**config.mk**
```make
export PLATFORM = sky130hd
export DESIGN_NAME = byte_shift_fifo
export DESIGN_NICKNAME = d
export VERILOG_FILES = /design/src/rtl/fsr_pkg.sv /design/src/rtl/sr_store.sv /design/src/rtl/occ_ctrl.sv /design/src/rtl/byte_shift_fifo.sv
export SDC_FILE = /design/constraint.sdc
export NUM_CORES = 1
export LEC_CHECK = 0
export CORE_ASPECT_RATIO = 1.5
export CORE_MARGIN = 2
export CORE_UTILIZATION = 53
export CTS_BUF_LIST = sky130_fd_sc_hd__clkbuf_4 sky130_fd_sc_hd__clkbuf_8 sky130_fd_sc_hd__clkbuf_16
export DETAILED_ROUTE_END_ITERATION = 6
export DONT_BUFFER_PORTS = 1
export PLACE_DENSITY = 0.73
export SETUP_SLACK_MARGIN = 0.15
export SYNTH_ARGS = -nofsm -noshare
export SYNTH_HDL_FRONTEND = slang
export SYNTH_SLANG_ARGS = --single-unit
export TNS_END_PERCENT = 50
```
**constraint.sdc**
```tcl
create_clock -name clk -period 8.9 [get_ports clk]
set_input_delay 0 -clock clk [delete_from_list [all_inputs] [get_ports clk]]
set_output_delay 0 -clock clk [all_outputs]
set_load 0.02 [all_outputs]
```
**src/rtl/fsr_pkg.sv**
```systemverilog
package fsr_pkg;

  typedef enum logic [1:0] {
    OP_NONE = 2'b00,
    OP_PUSH = 2'b01,
    OP_POP  = 2'b10,
    OP_SWAP = 2'b11
  } fsr_op_e;

  // Classify the accepted work of one cycle
  function automatic fsr_op_e fsr_decode(input logic take_in, input logic give_out);
    fsr_op_e op;
    unique case ({give_out, take_in})
      2'b01:   op = OP_PUSH;
      2'b10:   op = OP_POP;
      2'b11:   op = OP_SWAP;
      default: op = OP_NONE;
    endcase
    return op;
  endfunction

endpackage

```
**src/rtl/sr_store.sv**
```systemverilog
module sr_store #(
  parameter int DW    = 8,
  parameter int DEPTH = 16,
  parameter int AW    = $clog2(DEPTH)
) (
  input  logic          clk,
  input  logic          shift_en,
  input  logic [DW-1:0] din,
  input  logic [AW-1:0] rd_idx,
  output logic [DW-1:0] rd_data
);

  logic [DW-1:0] stage [DEPTH];

  // Stage 0 takes the new byte; every deeper stage takes its neighbour.
  // No reset: the chain maps onto shift-register primitives.
  always_ff @(posedge clk) begin
    if (shift_en) stage[0] <= din;
  end

  for (genvar g = 1; g < DEPTH; g++) begin : g_chain
    always_ff @(posedge clk) begin
      if (shift_en) stage[g] <= stage[g-1];
    end
  end

  assign rd_data = stage[rd_idx];

endmodule

```
**src/rtl/occ_ctrl.sv**
```systemverilog
module occ_ctrl
  import fsr_pkg::*;
#(
  parameter int AW = 4
) (
  input  logic          clk,
  input  logic          rst,
  input  logic          push_req,
  input  logic          pop_req,
  output logic [AW-1:0] cnt,
  output logic          empty,
  output logic          full,
  output logic          shift_en
);

  localparam logic [AW-1:0] TOP = {AW{1'b1}};

  logic [AW-1:0] cnt_q;
  logic          empty_q;
  logic          take_ok, give_ok;
  fsr_op_e       op;

  assign full    = !empty_q && (cnt_q == TOP);
  assign take_ok = push_req && !full;
  assign give_ok = pop_req && !empty_q;
  assign op      = fsr_decode(take_ok, give_ok);
  assign shift_en = take_ok;

  always_ff @(posedge clk) begin
    if (rst) begin
      cnt_q   <= TOP;
      empty_q <= 1'b1;
    end else begin
      unique case (op)
        OP_PUSH: begin
          cnt_q   <= cnt_q + 1'b1;   // all ones wraps to zero on first byte
          empty_q <= 1'b0;
        end
        OP_POP: begin
          cnt_q <= cnt_q - 1'b1;     // zero wraps to all ones on last byte
          if (cnt_q == '0) empty_q <= 1'b1;
        end
        default: ;                   // idle or swap: depth holds
      endcase
    end
  end

  assign cnt   = cnt_q;
  assign empty = empty_q;

endmodule

```
**src/rtl/byte_shift_fifo.sv**
```systemverilog
module byte_shift_fifo #(
  parameter int DATA_W = 8,
  parameter int DEPTH  = 16
) (
  input  logic              clk,
  input  logic              rst,
  input  logic              push,
  input  logic [DATA_W-1:0] push_data,
  input  logic              pop,
  output logic [DATA_W-1:0] pop_data,
  output logic              empty,
  output logic              full
);

  localparam int AW = $clog2(DEPTH);

  logic [AW-1:0] cnt_q;
  logic          shift_en;

  occ_ctrl #(.AW(AW)) u_ctrl (
    .clk      (clk),
    .rst      (rst),
    .push_req (push),
    .pop_req  (pop),
    .cnt      (cnt_q),
    .empty    (empty),
    .full     (full),
    .shift_en (shift_en)
  );

  sr_store #(.DW(DATA_W), .DEPTH(DEPTH), .AW(AW)) u_store (
    .clk      (clk),
    .shift_en (shift_en),
    .din      (push_data),
    .rd_idx   (cnt_q),
    .rd_data  (pop_data)
  );

endmodule

```
# Word level (Yosys, flattened, before mapping)
# Memory sizes are Yosys's and may differ from the RTL's. A register that Yosys moved wholly into a read port is not among the register bits.
# Index checks and enable logic that the tools add are counted.
# totals
memories,1
reg_bits,5
output_inout_bits,10
inputBits,12
mem_bits_rw,128
elab_cells,28
# memory_table
name,depth,width,read_ports,rd_clocked_by_memory_dff,write_ports,line,text
u_store.stage,16,8,16,1,16,sr_store.sv:13,logic [DW-1:0] stage [DEPTH];
# op_classes
addsub,2
muxes,8
n_eq_ne,7
n_reduce_logical,8
# ops
operator,count
2-to-1 mux 4 bit,2
one-hot mux 4 bit (2 select lines),1
"== test 2 bit, second input constant",3
one-hot mux 2 bit (3 select lines),1
"adder 4 x 1 -> 4 bit, second input constant",1
"== test 2 x 1 -> 1 bit, second input constant",2
"== test 4 bit, second input constant",1
zero test 4 bit,1
"subtractor 4 x 1 -> 4 bit, second input constant",1
logical AND 1 bit,3
2-to-1 mux 1 bit,3
zero test 1 bit,2
"!= test 2 x 1 -> 1 bit, second input constant",1
one-hot mux 1 bit (2 select lines),1
AND reduction 2 bit,1
nonzero test 2 bit,1

# Longest topological paths before layout
# logic_depth
depth_word,10
depth_mapped,9
mapped_depth_nobuf,9

# Cells and area by module
# From an unflattened synthesis, not the netlist that was laid out.
# hier_totals
cells_unflattened,237
hier_area_um2,5213.8
# by_module_without_submodules
module,seq_area_each_um2,cells_each,n_inst,area_per_inst_um2
sr_store,3843.7,198,1,4877.2
occ_ctrl,100.1,39,1,336.6

# Least setup slack after synthesis
# OpenSTA, ideal clock, no wires.
# synth_path
path_kind,reg-to-reg
start,"reg u_ctrl.empty_q, in the netlist u_ctrl.empty"
end,"reg u_ctrl.empty_q, in the netlist u_ctrl.empty"
path_slack_ps,4810
required_ps,8777
path_buffers,0
arrival_ps,3967
path_stages_with_launch,8
setup_ps,123
synth_period_minus_slack_ps,4090
cell_sequence,dfxtp_1 -> nor2b_1 -> nand4_1 -> nand2_1 -> inv_1 -> ha_1 -> a21oi_1 -> or2_2
# synth_via
elab_chain_len,9
word_cells_on_any_way,15
classes_between,eq/ne: 6; mux: 2; reduce/logical: 7
# synth_rtl
item,line,text
"start, declared",occ_ctrl.sv:19,logic empty_q;
"start signal, assigned",occ_ctrl.sv:32,empty_q <= 1'b1;
"start signal, assigned",occ_ctrl.sv:37,empty_q <= 1'b0;
"start signal, assigned",occ_ctrl.sv:41,if (cnt_q == '0) empty_q <= 1'b1;
zero test 1 bit *,occ_ctrl.sv:23,assign full = !empty_q && (cnt_q == TOP);
logical AND 1 bit *,occ_ctrl.sv:23,
zero test 1 bit *,occ_ctrl.sv:24,assign take_ok = push_req && !full;
logical AND 1 bit *,occ_ctrl.sv:24,
named net shift_en,byte_shift_fifo.sv:18,logic shift_en;
== test 2 bit / == test 2 x 1 -> 1 bit (equally long branches),fsr_pkg.sv:13,"unique case ({give_out, take_in})"
one-hot mux 2 bit (3 select lines) *,fsr_pkg.sv:13,
== test 2 bit / == test 2 x 1 -> 1 bit (equally long branches),occ_ctrl.sv:34,unique case (op)
!= test 2 x 1 -> 1 bit (no source line) / nonzero test 2 bit (equally long branches),-,
AND reduction 2 bit (no source line),-,
# Mark *: on every way through the listed nets, which the timed path passes. The rest lies on a longest branch.
# A chain may end at the register's enable or synchronous reset.

# Worst setup path in the final report
# Ends and elaborated chain as after synthesis.

==> impl_metrics.toml <==
[synth]
synth_xor_area_share_pct = 0.331
synth.mux.area_fraction_pct = 14.8
synth.net_count = 259
avgSynthCellArea_um2 = 21.9
syn_inst = 242
synth_cell_types = 30
yosys_warnings = 0
ys_seq_area_share_pct = 75.9
yosys.area_share.simple_pct = 2.55
synth_compound_area_share_pct = 2.97
synth_fa_ha_area_share_pct = 1.32
synth_top_family_by_area = "multiplexers"
synth-seq-cells = 137
syn-cell-area_mm2 = 0.00530

[global_route]
top_usage_layer = "met2"
grt_usage_pct = 17.4
grt_pass1_wl_mm = 13.7
grt_util_met2_pct = 26.0
gr-usage-met1_pct = 23.7
grt_pass1_vias = 2506
grt-ovfl-total = 0
gr-usage-met3_pct = 5.53
antenna_found_initial = 0
grt_start_max_net_pins = 68

[floorplanning]
core-area_mm2 = 0.00969
die_area_mm2 = 0.0108
fp.dieH_um = 126
start_util_pct = 54.7
io_pins = 22
die_w_um = 85.7
row_count = 44

[clock_tree]
post_cts_buffers = 0
clk_path_buf_depth = 2
cts_tree = "yes"
clk_latency_ns = 0.42
holdBufCountCts = 9
cts_sinks = 137
numCtsBuffers = 17
cts.reportedPaths.clkPinSlew_ns = 0.05
htreeDepth = 4
ctsResizeCount = 0
root_buffer = "clkbuf_16"

[setup_path]
cp.required_ns = 9.20
crit_buf_inv = 2
cp_cell_sequence = "nor2b_1 -> nand4_1 -> nand2_1 -> inv_4 -> buf_4 -> ha_1 -> a21oi_1 -> or2_2"
cpPeakStageDelay_ns = 0.76
worstPathArrival_ns = 3.21
start_kind = "flop"
cp_top_family = "buffers and inverters"
worst-setup-path-type = "flop to flop"
slowest_stage = "buf_4"
end_kind = "flop"
crit_fanout = 67

[sta]
rsz0062_at_grt = "no"
final-setup-viol-count = 0
drv_slew = 0
fmaxAchievable_mhz = 344
maxSlewHeadroom_pct = 29.8
layout_worst_path_cycle_share_pct = 32.7
finalHoldViolCount = 0
hold_slack_ns = 0.0893
min_period_ns = 2.91
tightestPinTransition_ns = 1.05
fin_skew_ns = 0.00865
setup_tns_ns = 0

[finish]
final_cell_mix = "128 x edfxtp_1, 18 x mux4_2, 17 x clkbuf_16"
layout_commonest_cell = "edfxtp_1"
diodes = 0
area_growth_pct = 14.2
drive_above_1_share_pct = 19.7
nNetsFinal = 278

[drt]
antenna_left = 0
vias = 2374
drt_iter0_drc = 199
via_per_inst = 6.10
finalWirelength_mm = 8.45
wire_per_inst_um = 21.7
drc_errors = 0
drtPass1Iterations = 5

[placed_design]
gp_congestion = 0.734
dp_hpwl_mm = 4.88
portBuffers = 0

[pwr]
power_density_mw_per_mm2 = 317
irDropWorstVdd_mv = 0.197
p_leak_nw = 2.14

[job]
drv_cap = 0

[worst_hold_path]
hp-class = "input pin to flop"

[status]
status = "complete, no violations"
[registers in the layout, summed over array words and instances, names as in the netlist, named ones only]
signal         cells
u_ctrl.empty       1
u_store.stage    128
u_ctrl.cnt         4
[layout make-up]
class	count	area [µm²]
fillers	684	3640
repair buffers	11	105
clock buffers	18	433
flip-flops and latches	137	4030
multi-input cells	88	1160
well taps	115	144
inverters	6	25.0
clock inverters	14	156
[worst paths after layout]
path / cells after the start / slack, ns / from / endpoint
setup / recovery: 8 / 5.99 / u_ctrl.empty / u_ctrl.empty
hold / removal: 4 / 0.09 / pop / u_ctrl.empty
setup reg to reg: 8 / 5.99 / u_ctrl.empty / u_ctrl.empty
hold reg to reg: 0 / 0.44 / u_store.stage[12][0] / u_store.stage[13][0]
[worst min-delay path, cell delays in order]
cell	delay, ns
nand2b_1	0.05
ha_1	0.18
a21oi_1	0.14
or2_2	0.11
[synthesized netlist by cell type (all sizes together)]
cell / number / area share (%)
a211o: 1 / 0.17
a21oi: 4 / 0.38
a22oi: 16 / 2.3
and2: 1 / 0.12
and2b: 1 / 0.14
and3: 1 / 0.12
buf: 7 / 1.1
clkbuf: 1 / 0.071
clkdlybuf4s25: 3 / 0.57
dfxtp: 9 / 3.4
edfxtp: 128 / 73
fa: 1 / 0.38
ha: 4 / 0.94
inv: 6 / 0.42
mux2i: 1 / 0.19
mux4: 32 / 15
nand2: 9 / 0.64
nand2b: 3 / 0.35
nand3: 1 / 0.094
nand4: 1 / 0.12
nor2: 2 / 0.14
nor2b: 2 / 0.24
nor4: 2 / 0.24
o31a: 1 / 0.17
or2: 2 / 0.24
or3: 1 / 0.12
xor2: 2 / 0.33
[cell families (layout without fill, tap and decap cells)]
family          after synthesis  count (layout)
compound gates               22              22
xor+xnor                      2               2
fa+ha+maj                     5               5
buf+inv                      17              49
flops                       137             137
mux                          33              33
simple gates                 26              26
[report_power, final]
part / switching (mW) / total [mW] / internal, mW
Clock: 0.255 / 0.693 / 0.438
Combinational: 0.172 / 0.315 / 0.143
Sequential: 0.0765 / 0.911 / 0.835
[stage by stage]
| step | instances | area (µm²) | util [%] | setup WS [ns] | total power, mW |
|---|---|---|---|---|---|
| global placement | 348 | 5370 | 55.4 | 6.14 | 1.22 |
| CTS | 389 | 6050 | 62.5 | 5.99 | 1.94 |
| finish | 389 | 6050 | 62.5 | 5.99 | 1.92 |
| floorplan | 242 | 5300 | - | 4.81 | 1.17 |
| global route | 389 | 6050 | 62.5 | 5.73 | 2.00 |
| detailed placement | 348 | 5370 | 55.4 | 5.99 | 1.24 |
[layer usage]
| layer | wire, µm | up-vias | share of wire (%) |
|---|---|---|---|
| met3 | 301 | 11 | 3.6 |
| li1 | - | 1060 | - |
| met1 | 3800 | 1241 | 45 |
| met5 | 0 | - | 0 |
| met4 | 140 | 0 | 1.7 |
| met2 | 4210 | 62 | 50 |
(Power assumes the default switching activity.)
